--- src/rtl/irq_dist_pkg.sv ---
package irq_dist_pkg;

   localparam int SGI_NUM  = 16;
   localparam int PPI_BASE = 16;
   localparam int PPI_NUM  = 16;
   localparam int SPI_BASE = 32;

   typedef enum logic [1:0] {
      CFG_GLOBAL = 2'd0,
      CFG_ENABLE = 2'd1,
      CFG_PRIO   = 2'd2,
      CFG_TARGET = 2'd3
   } cfg_kind_e;

endpackage

--- src/rtl/irq_dist_select.sv ---
module irq_dist_select #(
   parameter int NUM_IDS = 64,
   parameter int PRIO_W  = 8,
   localparam int ID_W   = $clog2(NUM_IDS)
) (
   input  logic                           clk_i,
   input  logic                           rst_ni,
   input  logic [NUM_IDS-1:0]             cand_i,
   input  logic [NUM_IDS-1:0][PRIO_W-1:0] prio_i,
   output logic                           valid_o,
   output logic [ID_W-1:0]                id_o,
   output logic [PRIO_W-1:0]              prio_o
);

   logic              found;
   logic [ID_W-1:0]   best_id;
   logic [PRIO_W-1:0] best_p;

   // ascending scan, strict compare keeps the lower ID on a tie
   always_comb begin
      found   = 1'b0;
      best_id = '0;
      best_p  = '1;
      for (int i = 0; i < NUM_IDS; i++) begin
         if (cand_i[i] && (!found || prio_i[i] < best_p)) begin
            found   = 1'b1;
            best_p  = prio_i[i];
            best_id = ID_W'(i);
         end
      end
   end

   always_ff @(posedge clk_i) begin
      if (!rst_ni) begin
         valid_o <= 1'b0;
         id_o    <= '0;
         prio_o  <= '0;
      end else begin
         valid_o <= found;
         id_o    <= best_id;
         prio_o  <= best_p;
      end
   end

   AST_NO_CAND_NO_OFFER: assert property (@(posedge clk_i) disable iff (!rst_ni)
      !(|cand_i) |=> !valid_o);
   AST_CAND_GIVES_OFFER: assert property (@(posedge clk_i) disable iff (!rst_ni)
      (|cand_i) |=> valid_o);

endmodule

--- src/rtl/irq_dist_state.sv ---
module irq_dist_state
   import irq_dist_pkg::*;
#(
   parameter int NUM_CPUS = 2,
   parameter int NUM_IDS  = 64,
   parameter int PRIO_W   = 8,
   localparam int ID_W    = $clog2(NUM_IDS),
   localparam int NUM_SPI = NUM_IDS - SPI_BASE,
   localparam int BANK    = SPI_BASE,
   localparam int BANK_W  = $clog2(BANK)
) (
   input  logic                            clk_i,
   input  logic                            rst_ni,
   input  logic                            cfg_we_i,
   input  logic [1:0]                      cfg_kind_i,
   input  logic [ID_W-1:0]                 cfg_id_i,
   input  logic [PRIO_W-1:0]               cfg_wdata_i,
   input  logic                            sgi_req_i,
   input  logic [3:0]                      sgi_id_i,
   input  logic [NUM_CPUS-1:0]             sgi_cpus_i,
   input  logic [NUM_CPUS*PPI_NUM-1:0]     ppi_i,
   input  logic [NUM_SPI-1:0]              spi_i,
   input  logic [NUM_CPUS-1:0]             ack_i,
   input  logic [NUM_CPUS-1:0]             valid_i,
   input  logic [NUM_CPUS-1:0][ID_W-1:0]   ack_id_i,
   input  logic [NUM_CPUS-1:0]             eoi_i,
   input  logic [NUM_CPUS-1:0][ID_W-1:0]   eoi_id_i,
   output logic [NUM_CPUS-1:0][NUM_IDS-1:0] cand_o,
   output logic [NUM_IDS-1:0][PRIO_W-1:0]  prio_o
);

   logic                              dist_en_q;
   logic [NUM_IDS-1:0]                en_q;
   logic [NUM_IDS-1:0][PRIO_W-1:0]    prio_q;
   logic [NUM_SPI-1:0][NUM_CPUS-1:0]  tgt_q;
   logic [NUM_CPUS-1:0][BANK-1:0]     bpend_q, bpend_d, bact_q, bact_d;
   logic [NUM_SPI-1:0]                spend_q, spend_d, sact_q, sact_d;
   logic [NUM_CPUS-1:0]               ack_ok, take;

   // configuration registers
   always_ff @(posedge clk_i) begin
      if (!rst_ni) begin
         dist_en_q <= 1'b0;
         en_q      <= '0;
         prio_q    <= '0;
         tgt_q     <= '0;
      end else if (cfg_we_i) begin
         case (cfg_kind_i)
            CFG_GLOBAL: dist_en_q <= cfg_wdata_i[0];
            CFG_ENABLE: begin
               for (int i = 0; i < NUM_IDS; i++)
                  if (cfg_id_i == ID_W'(i)) en_q[i] <= cfg_wdata_i[0];
            end
            CFG_PRIO: begin
               for (int i = 0; i < NUM_IDS; i++)
                  if (cfg_id_i == ID_W'(i)) prio_q[i] <= cfg_wdata_i;
            end
            CFG_TARGET: begin
               for (int j = 0; j < NUM_SPI; j++)
                  if (cfg_id_i == ID_W'(SPI_BASE + j)) tgt_q[j] <= cfg_wdata_i[NUM_CPUS-1:0];
            end
            default: ;
         endcase
      end
   end

   // acknowledge qualification and shared-claim arbitration (lower CPU wins)
   always_comb begin
      for (int c = 0; c < NUM_CPUS; c++)
         ack_ok[c] = ack_i[c] & valid_i[c] & cand_o[c][ack_id_i[c]];
      take = ack_ok;
      for (int c = 1; c < NUM_CPUS; c++)
         for (int o = 0; o < c; o++)
            if (ack_ok[o] && ack_id_i[o] == ack_id_i[c] && ack_id_i[c] >= ID_W'(SPI_BASE))
               take[c] = 1'b0;
   end

   // pending / active next state
   always_comb begin
      logic set, clr, fin;
      bpend_d = bpend_q;
      bact_d  = bact_q;
      spend_d = spend_q;
      sact_d  = sact_q;
      for (int c = 0; c < NUM_CPUS; c++) begin
         for (int k = 0; k < SGI_NUM; k++) begin
            set = sgi_req_i && sgi_id_i == 4'(k) && sgi_cpus_i[c];
            clr = take[c] && ack_id_i[c] == ID_W'(k);
            fin = eoi_i[c] && eoi_id_i[c] == ID_W'(k);
            bpend_d[c][k] = (bpend_q[c][k] | set) & ~clr;
            bact_d[c][k]  = (bact_q[c][k] | clr) & ~fin;
         end
         for (int k = PPI_BASE; k < BANK; k++) begin
            set = ppi_i[c*PPI_NUM + k - PPI_BASE] && !bact_q[c][k];
            clr = take[c] && ack_id_i[c] == ID_W'(k);
            fin = eoi_i[c] && eoi_id_i[c] == ID_W'(k);
            bpend_d[c][k] = (bpend_q[c][k] | set) & ~clr;
            bact_d[c][k]  = (bact_q[c][k] | clr) & ~fin;
         end
      end
      for (int j = 0; j < NUM_SPI; j++) begin
         clr = 1'b0;
         fin = 1'b0;
         for (int c = 0; c < NUM_CPUS; c++) begin
            clr = clr | (take[c] && ack_id_i[c] == ID_W'(SPI_BASE + j));
            fin = fin | (eoi_i[c] && eoi_id_i[c] == ID_W'(SPI_BASE + j));
         end
         set        = spi_i[j] && !sact_q[j];
         spend_d[j] = (spend_q[j] | set) & ~clr;
         sact_d[j]  = (sact_q[j] | clr) & ~fin;
      end
   end

   always_ff @(posedge clk_i) begin
      if (!rst_ni) begin
         bpend_q <= '0;
         bact_q  <= '0;
         spend_q <= '0;
         sact_q  <= '0;
      end else begin
         bpend_q <= bpend_d;
         bact_q  <= bact_d;
         spend_q <= spend_d;
         sact_q  <= sact_d;
      end
   end

   assign prio_o = prio_q;

   // candidate vectors: banked or shared storage per ID
   for (genvar gc = 0; gc < NUM_CPUS; gc++) begin : g_cpu
      for (genvar gk = 0; gk < NUM_IDS; gk++) begin : g_id
         if (gk < BANK) begin : g_banked
            assign cand_o[gc][gk] = dist_en_q & en_q[gk] & bpend_q[gc][gk] & ~bact_q[gc][gk];
         end else begin : g_shared
            assign cand_o[gc][gk] = dist_en_q & en_q[gk] & spend_q[gk-BANK] &
                                    ~sact_q[gk-BANK] & tgt_q[gk-BANK][gc];
         end
      end

      AST_SPI_CLAIM_CLEARS: assert property (@(posedge clk_i) disable iff (!rst_ni)
         (take[gc] && ack_id_i[gc] >= ID_W'(SPI_BASE))
         |=> !spend_q[$past(ack_id_i[gc]) - ID_W'(SPI_BASE)]);

      for (genvar go = 0; go < NUM_CPUS; go++) begin : g_other
         if (go != gc) begin : g_diff
            AST_SGI_OTHER_KEPT: assert property (@(posedge clk_i) disable iff (!rst_ni)
               (take[gc] && ack_id_i[gc] < ID_W'(SGI_NUM) &&
                bpend_q[go][ack_id_i[gc][BANK_W-1:0]] &&
                !(take[go] && ack_id_i[go] == ack_id_i[gc]))
               |=> bpend_q[go][$past(ack_id_i[gc][BANK_W-1:0])]);
         end
      end

      for (genvar gp = PPI_BASE; gp < BANK; gp++) begin : g_ppi_chk
         AST_ACTIVE_HOLDS_OFF: assert property (@(posedge clk_i) disable iff (!rst_ni)
            (bact_q[gc][gp] && !bpend_q[gc][gp] && !(eoi_i[gc] && eoi_id_i[gc] == ID_W'(gp)))
            |=> !bpend_q[gc][gp]);
      end
   end

endmodule

--- src/rtl/irq_dist.sv ---
module irq_dist
   import irq_dist_pkg::*;
#(
   parameter int  NUM_CPUS = 2,
   parameter int  NUM_IDS  = 64,
   parameter int  PRIO_W   = 8,
   localparam int ID_W     = $clog2(NUM_IDS)
) (
   input  logic                          clk_i,
   input  logic                          rst_ni,
   input  logic                          cfg_we_i,
   input  logic [1:0]                    cfg_kind_i,
   input  logic [ID_W-1:0]               cfg_id_i,
   input  logic [PRIO_W-1:0]             cfg_wdata_i,
   input  logic                          sgi_req_i,
   input  logic [3:0]                    sgi_id_i,
   input  logic [NUM_CPUS-1:0]           sgi_cpus_i,
   input  logic [NUM_CPUS*PPI_NUM-1:0]   ppi_i,
   input  logic [NUM_IDS-SPI_BASE-1:0]   spi_i,
   input  logic [NUM_CPUS-1:0]           ack_i,
   input  logic [NUM_CPUS-1:0]           eoi_i,
   input  logic [NUM_CPUS*ID_W-1:0]      eoi_id_i,
   output logic [NUM_CPUS-1:0]           irq_valid_o,
   output logic [NUM_CPUS*ID_W-1:0]      irq_id_o,
   output logic [NUM_CPUS*PRIO_W-1:0]    irq_prio_o
);

   if (NUM_IDS <= SPI_BASE || NUM_IDS > 1020) begin : g_bad_ids
      $error("irq_dist: NUM_IDS must lie in 33..1020");
   end
   if (NUM_CPUS < 1 || NUM_CPUS > PRIO_W) begin : g_bad_cpus
      $error("irq_dist: NUM_CPUS must lie in 1..PRIO_W");
   end

   logic [NUM_CPUS-1:0][NUM_IDS-1:0]  cand;
   logic [NUM_IDS-1:0][PRIO_W-1:0]    prio;
   logic [NUM_CPUS-1:0][ID_W-1:0]     sel_id;
   logic [NUM_CPUS-1:0][PRIO_W-1:0]   sel_prio;

   irq_dist_state #(
      .NUM_CPUS (NUM_CPUS),
      .NUM_IDS  (NUM_IDS),
      .PRIO_W   (PRIO_W)
   ) u_state (
      .clk_i       (clk_i),
      .rst_ni      (rst_ni),
      .cfg_we_i    (cfg_we_i),
      .cfg_kind_i  (cfg_kind_i),
      .cfg_id_i    (cfg_id_i),
      .cfg_wdata_i (cfg_wdata_i),
      .sgi_req_i   (sgi_req_i),
      .sgi_id_i    (sgi_id_i),
      .sgi_cpus_i  (sgi_cpus_i),
      .ppi_i       (ppi_i),
      .spi_i       (spi_i),
      .ack_i       (ack_i),
      .valid_i     (irq_valid_o),
      .ack_id_i    (sel_id),
      .eoi_i       (eoi_i),
      .eoi_id_i    (eoi_id_i),
      .cand_o      (cand),
      .prio_o      (prio)
   );

   for (genvar gc = 0; gc < NUM_CPUS; gc++) begin : g_sel
      irq_dist_select #(
         .NUM_IDS (NUM_IDS),
         .PRIO_W  (PRIO_W)
      ) u_sel (
         .clk_i   (clk_i),
         .rst_ni  (rst_ni),
         .cand_i  (cand[gc]),
         .prio_i  (prio),
         .valid_o (irq_valid_o[gc]),
         .id_o    (sel_id[gc]),
         .prio_o  (sel_prio[gc])
      );
   end

   assign irq_id_o   = sel_id;
   assign irq_prio_o = sel_prio;

endmodule

--- config.mk ---
export PLATFORM = sky130hd
export DESIGN_NAME = irq_dist
export DESIGN_NICKNAME = d
export VERILOG_FILES = /design/src/rtl/irq_dist_pkg.sv /design/src/rtl/irq_dist_select.sv /design/src/rtl/irq_dist_state.sv /design/src/rtl/irq_dist.sv
export SDC_FILE = /design/constraint.sdc
export NUM_CORES = 2
export LEC_CHECK = 0
export BUFFER_PORTS_ARGS = -buffer_cell sky130_fd_sc_hd__buf_2
export CAP_MARGIN = 10
export CORE_MARGIN = 1
export CORE_UTILIZATION = 40
export CTS_CLUSTER_SIZE = 25
export DETAILED_ROUTE_END_ITERATION = 6
export SLEW_MARGIN = 25
export SYNTH_ARGS = -nofsm -noshare
export SYNTH_HDL_FRONTEND = slang
export SYNTH_SLANG_ARGS = --single-unit
--- constraint.sdc ---
create_clock -name clk_i -period 362.4 [get_ports clk_i]
set_clock_uncertainty 0.2 [all_clocks]
set_input_delay 90.6 -clock clk_i [delete_from_list [all_inputs] [get_ports clk_i]]
set_output_delay 90.6 -clock clk_i [all_outputs]
set_load 0.05 [all_outputs]
# --- After elaboration in Yosys (flattened, before gate mapping) ---
# Index checks and enable logic that the tools add are counted.
totals:
  regBits: 863
  wordCells: 3063
  out_inout_bits: 30
  in_bits: 106
op_classes:
  n_eq_ne: 334
  n_mux: 387
  n_bitwise: 1060
  n_lt_le_gt_ge: 129
  n_reduce_logical: 980
op_table:
  columns: ["op", "count"]
  rows:
  - ["$mux 8", 128]
  - ["$lt 8x8->1", 126]
  - ["$eq 6x6->1 const B", 160]
  - ["$and 1x1->1", 516]
  - ["$logic_and 1x1->1", 496]
  - ["$eq 6x5->1 const B", 80]
  - ["$reduce_and 3->1", 160]
  - ["$mux 6", 64]
  - ["$not 1->1", 288]
  - ["$or 1x1->1", 256]
  - ["$eq 6x4->1 const B", 40]
  - ["$logic_not 1->1", 190]
  - ["$mux 5", 32]
  - ["$mux 1", 133]
  - ["$logic_or 1x1->1", 126]
  - ["$eq 6x3->1 const B", 20]
  - ["$mux 4", 16]
  - ["$eq 6x2->1 const B", 10]
  - ["$eq 4x4->1 const B", 8]
  - ["$eq 6x1->1 const B", 5]
  - ["$logic_not 6->1", 5]
  - ["$mux 3", 8]
  - ["$eq 4x3->1 const B", 4]
  - ["$lt 6x7->1 const B", 2]
  - ["11 further kinds", 17]

# --- Depth between registers and ports, before layout ---
depth:
  word_depth: 256
  mapped_depth: 731
  depth_no_buf: 664

# --- By module ---
# A second synthesis with hierarchy kept.
hier_totals:
  cells_unflattened: 11710
  area_unflattened_um2: 85394.4
modules_own_cells:
  columns: ["mod", "instances", "seq_area_each_um2", "area_each_um2", "cells_per_inst"]
  rows:
  - ["irq_dist_state", 1, 16676.0, 34554.4, 4393]
  - ["irq_dist_select (g_sel[1].u_sel)", 1, 300.3, 26207.6, 3710]
  - ["irq_dist_select (g_sel[0].u_sel)", 1, 300.3, 24632.4, 3607]

# --- Worst setup path before layout ---
# No wires, ideal clock.
synth_path:
  path_type: "register to register"
  start: "register u_state.dist_en_q"
  end: "register g_sel[0].u_sel.prio_o[6]"
  n_path_buf: 73
  slack_ns: 245.622
  period_less_slack_ns: 116.778
  setup_time_ns: 0.119
  arrival_time_ns: 116.459
  stages_incl_launch_ff: 672
  required_time_ns: 362.081
  cell_sequence: "dfxtp_1 buf_6 nand4b_1 nor2_1 ha_1 and4_1 a211o_1 o21bai_1 o21ai_0 clkbuf_1 nand2_1 o21ai_0 inv_1 ha_1 a21oi_1 o21ai_0 o21bai_1 nor2b_1 (+636 left out) a21o_1 inv_1 nand3_1 nor3_2 nor2_4 mux2_4 ha_1 a21oi_1 nor2b_1 o21ai_0 nand2b_1 a21oi_1 nand2_1 o21ai_0 nor2_2 buf_2 o21ai_1 a21oi_1"
synth_between:
  elab_chain_len: 256
  word_cells_on_any_way: 603
  classes_between: "order compare: 63; mux: 127; bitwise: 224; reduce/logical: 189"
synth_rtl:
  columns: ["item", "line_no", "source"]
  rows:
  - ["start, declared", "irq_dist_state.sv:32", "logic dist_en_q;"]
  - ["start signal, assigned", "irq_dist_state.sv:49", "CFG_GLOBAL: dist_en_q <= cfg_wdata_i[0];"]
  - ["$and 1x1->1 (3 in series)", "irq_dist_state.sv:134", "assign cand_o[gc][gk] = dist_en_q & en_q[gk] & bpend_q[gc][gk] & ~bact_q[gc][gk];"]
  - ["$mux 8 or $mux 1 (tied branches)", "irq_dist_select.sv:25", "if (cand_i[i] && (!found || prio_i[i] < best_p)) begin"]
  - ["$lt 8x8->1 or $logic_not 1->1 (tied branches)", "irq_dist_select.sv:25", null]
  - ["$logic_or 1x1->1", "irq_dist_select.sv:25", null]
  - ["$logic_and 1x1->1", "irq_dist_select.sv:25", null]
  - ["$mux 8 or $mux 1 (tied branches)", "irq_dist_select.sv:25", null]
  - ["$lt 8x8->1 or $logic_not 1->1 (tied branches)", "irq_dist_select.sv:25", null]
  - ["$logic_or 1x1->1", "irq_dist_select.sv:25", null]
  - ["(+238 left out)", null, null]
  - ["$lt 8x8->1 or $logic_not 1->1 (tied branches)", "irq_dist_select.sv:25", null]
  - ["$logic_or 1x1->1", "irq_dist_select.sv:25", null]
  - ["$logic_and 1x1->1", "irq_dist_select.sv:25", null]
  - ["$mux 8 or $mux 1 (tied branches)", "irq_dist_select.sv:25", null]
  - ["$lt 8x8->1 or $logic_not 1->1 (tied branches)", "irq_dist_select.sv:25", null]
  - ["$logic_or 1x1->1", "irq_dist_select.sv:25", null]
  - ["$logic_and 1x1->1", "irq_dist_select.sv:25", null]
  - ["$mux 8 (*)", "irq_dist_select.sv:25", null]
  - ["end signal, assigned", "irq_dist_select.sv:41", "prio_o <= best_p;"]
  - ["end, declared", "irq_dist_select.sv:12", "output logic [PRIO_W-1:0] prio_o"]
# Every way passes the cells marked *; elsewhere a longest branch is shown, timed or not.
# A chain may end at the register's enable or synchronous reset.

# --- Worst setup path after layout ---
layout_path:
  start: "register u_state.dist_en_q"
  end: "register g_sel[1].u_sel.prio_o[3]"
layout_between:
  elab_chain_len: 256
  word_cells_on_any_way: 603
  classes_between: "order compare: 63; mux: 127; bitwise: 224; reduce/logical: 189"
layout_rtl:
  columns: ["item", "line_no"]
  rows:
  - ["$and 1x1->1 (3 in series)", "irq_dist_state.sv:134"]
  - ["$mux 8 or $mux 1 (tied branches)", "irq_dist_select.sv:25"]
  - ["$lt 8x8->1 or $logic_not 1->1 (tied branches)", "irq_dist_select.sv:25"]
  - ["$logic_or 1x1->1", "irq_dist_select.sv:25"]
  - ["$logic_and 1x1->1", "irq_dist_select.sv:25"]
  - ["$mux 8 or $mux 1 (tied branches)", "irq_dist_select.sv:25"]
  - ["$lt 8x8->1 or $logic_not 1->1 (tied branches)", "irq_dist_select.sv:25"]
  - ["$logic_or 1x1->1", "irq_dist_select.sv:25"]
  - ["(+238 left out)", null]
  - ["$lt 8x8->1 or $logic_not 1->1 (tied branches)", "irq_dist_select.sv:25"]
  - ["$logic_or 1x1->1", "irq_dist_select.sv:25"]
  - ["$logic_and 1x1->1", "irq_dist_select.sv:25"]
  - ["$mux 8 or $mux 1 (tied branches)", "irq_dist_select.sv:25"]
  - ["$lt 8x8->1 or $logic_not 1->1 (tied branches)", "irq_dist_select.sv:25"]
  - ["$logic_or 1x1->1", "irq_dist_select.sv:25"]
  - ["$logic_and 1x1->1", "irq_dist_select.sv:25"]
  - ["$mux 8 (*)", "irq_dist_select.sv:25"]
  - ["end signal, assigned", "irq_dist_select.sv:41"]
  - ["end, declared", "irq_dist_select.sv:12"]
# Marks and branches as above.

==> impl_metrics.csv <==
group,metric,value,unit
cts,clock-sinks,863,
sta,hold_violations,0,
run_status,outcome,"finished with violations",
routing,wl_per_cell,27.0,µm
placed_design,hpwl,292,mm
cts,cts_max_level,3,
placed_design,gp_congestion,1.02,
routing,antenna_left,0,
global_routing,grt_pass1_vias,83256,
yosys,avgSynthCellArea,7.35,µm²
yosys,async_flop_share,0,
yosys,ys_seq_area_frac,0.206,
global_routing,grt_pass1_wl,551,mm
routing,vias,90047,
layout,syn2layout_area_growth,5.03,%
yosys,syn_area,84000,µm²
cts,cts_resized,0,
cts,cts_buffers,101,
power_and_ir_drop,power_leakage,0.0381,µW
setup_path,start_kind,"flop",
die,ios,136,
power_and_ir_drop,seq_power_share,0.442,
sta,fin_hold_ws,265,ps
routing,drtPass1Iterations,7,
hold_path,hp-class,"reg -> reg",
sta,worst_slew_pin_slew,1200,ps
global_routing,grt_antenna_before_repair,51,
sta,fin_crit,140790,ps
flow_run,cap_violations,0,
sta,relSlewSlack,0.199,
run_status,violations,"design-rule violations",
die,fp.dieW,460,µm
cts,clkTransAtPathRegs,70,ps
layout,nFillCells,21394,
sta,fmax,7.10,MHz
sta,fin_crit_sh,0.388,
sta,finalSetupViolations,0,
yosys,yosysMostFrequentCell,"nand2_1",
power_and_ir_drop,p_sw,58.2,µW
power_and_ir_drop,powerDensity,2.46,nW/µm²
die,fp-row-count,167,
setup_path,critPathMaxStageDelay,810,ps
yosys,synth_cell_types,203,
sta,rsz0062_at_grt,"no",
routing,drt_iter0_drc,10610,
yosys,postSynthNetCount,12169,
routing,drt_wl_total,378,mm
yosys,synth_ff_type,"dfxtp_1",
setup_path,cp_max_fo,22,
yosys,synthCells,11421,
power_and_ir_drop,power_frac_comb,0.053,
die,dieArea,212000,µm²
power_and_ir_drop,p_int,159,µW
power_and_ir_drop,swShare,0.268,
global_routing,grt_max_degree,136,
power_and_ir_drop,clkPwrFrac,0.504,
die,die_h,460,µm
cts,clk_path_buf_depth,3,
routing,route.detailed.drc,1,
yosys,yosysWarnings,0,
layout,layout-drive-gt1-share,0.117,
placed_design,portBuffers,135,
global_routing,grt.total_usage,0.341,
cts,cts_root_buf,"clkbuf_16",
cts,worstSkewPairLatency,790,ps
sta,tns,0,ps
cts,ctsHoldBuffers,0,
setup_path,crit_type,"reg -> reg",
yosys,synth_top_area_cell,"dfxtp_1",
power_and_ir_drop,peakVddDrop,0.00411,mV
die,coreArea,208000,µm²
setup_path,crit_top_cell,"a21oi_1",
global_routing,gr-total-overflow,0,
routing,viasPerCell,6.44,
yosys,ys_seq_elements,863,
die,start_util,0.404,
sta,maxSlewViolCount,0,
cts,cts_tree,"done",
yosys,yosysTopAreaCellShare,0.206,
cts,cts_setup_buffers,0,
setup_path,cp_slowest_cell,"a211oi_2",
setup_path,arrival,141210,ps
setup_path,critPathRequiredTime,362820,ps
yosys,yosys-top-cells-count,"nand2_1, a21oi_1, o21ai_0",
layout,final_nets,11851,
yosys,synth_edf_count,0,
setup_path,cp-end-kind,"flop",
yosys,synth.area.top_cells,"dfxtp_1, ha_1, a21oi_1",
==> cell type report <==
type / count / area (µm²) / share of cell area
multi-input combinational: 9279 / 60100 / 0.682
clock inverter: 43 / 531 / 0.00601
tap: 2788 / 3490 / 0.0395
clock buffer: 139 / 2910 / 0.0330
antenna: 22 / 55.1 / 0.000624
inverter: 617 / 2320 / 0.0263
sequential: 863 / 17300 / 0.196
timing repair buffer: 241 / 1500 / 0.0170
==> cell families after synthesis <==
kind of cell	synth area share
AO/OA/AOI/OAI	0.320
XOR/XNOR	0.00550
adder cells (fa/ha/maj)	0.105
buffers and inverters	0.0806
flip-flops	0.206
multiplexers	0.0521
AND/OR/NAND/NOR	0.231
==> power groups by stage <==
stage | Combinational [µW] | Sequential [µW] | Clock (µW)
3_3_place_gp | 11.0 | 98.2 | 0
6_report | 11.5 | 96.1 | 110
2_1_floorplan | 5.28 | 98.3 | 0
3_5_place_dp | 11.1 | 98.2 | 0
5_1_grt | 11.6 | 96.2 | 114
4_1_cts | 11.1 | 96.1 | 110
==> flip-flops by register name, summed over array words and instances (netlist names) <==
name                 flops
g_sel.u_sel.id_o        12
g_sel.u_sel.prio_o      16
g_sel.u_sel.valid_o      2
u_state.bact_q          64
u_state.bpend_q         64
u_state.dist_en_q        1
u_state.en_q            64
u_state.prio_o         512
u_state.sact_q          32
u_state.spend_q         32
u_state.tgt_q           64
==> critical path: cells and delay by family (launching register included) <==
| kind | cells | cell delay, ps |
|---|---|---|
| flops | 1 | 450 |
| fa+ha+maj | 63 | 18820 |
| buf+inv | 31 | 3610 |
| mux | 16 | 4750 |
| compound gates | 303 | 71600 |
| simple gates | 192 | 40800 |
==> metal layers <==
layer	up-vias	track usage	part of all wire
met3	857	0.0586	0.091
met5	-	0	0.00025
met2	4554	0.524	0.43
li1	41216	-	-
met4	14	0.183	0.060
met1	43406	0.453	0.42
==> placed cells by master, fill, tap and decap left out, types with 64 or more instances in the layout <==
| cell | instances |
|---|---|
| mux2_2 | 103 |
| nor3_1 | 227 |
| clkbuf_16 | 102 |
| o221a_2 | 67 |
| ha_1 | 642 |
| nand3_1 | 342 |
| buf_2 | 127 |
| o22ai_1 | 108 |
| a21oi_1 | 1331 |
| nor2b_1 | 114 |
| a21o_1 | 172 |
| nor2_1 | 914 |
| nand2_1 | 1486 |
| and4_1 | 80 |
| mux2i_1 | 236 |
| nand2b_1 | 64 |
| buf_4 | 111 |
| nand4_1 | 141 |
| dfxtp_1 | 861 |
| o211ai_1 | 87 |
| inv_1 | 608 |
| a31oi_1 | 71 |
| a211oi_1 | 74 |
| o21ai_0 | 1158 |
| o21a_1 | 65 |
==> worst paths after layout <==
path	end	cells past startpoint	slack, ps	start
max	g_sel[1].u_sel.prio_o[3]	605	221610	u_state.dist_en_q
min	u_state.sact_q[12]	1	270	u_state.sact_q[12]
max reg2reg	g_sel[1].u_sel.prio_o[3]	605	221610	u_state.dist_en_q
min reg2reg	u_state.sact_q[12]	1	270	u_state.sact_q[12]
==> metrics by stage <==
stage	total power, µW	cells	area, µm²	setup slack [ps]	utilization
floorplan	104	11421	84000	245620	-
global placement	109	13787	84700	223070	0.407
detailed placement	109	13787	84700	222820	0.407
CTS	218	13969	88100	222380	0.424
global route	222	13985	88200	211360	0.424
finish	217	13992	88200	221610	0.424
Power figures use the tool's default switching activity.
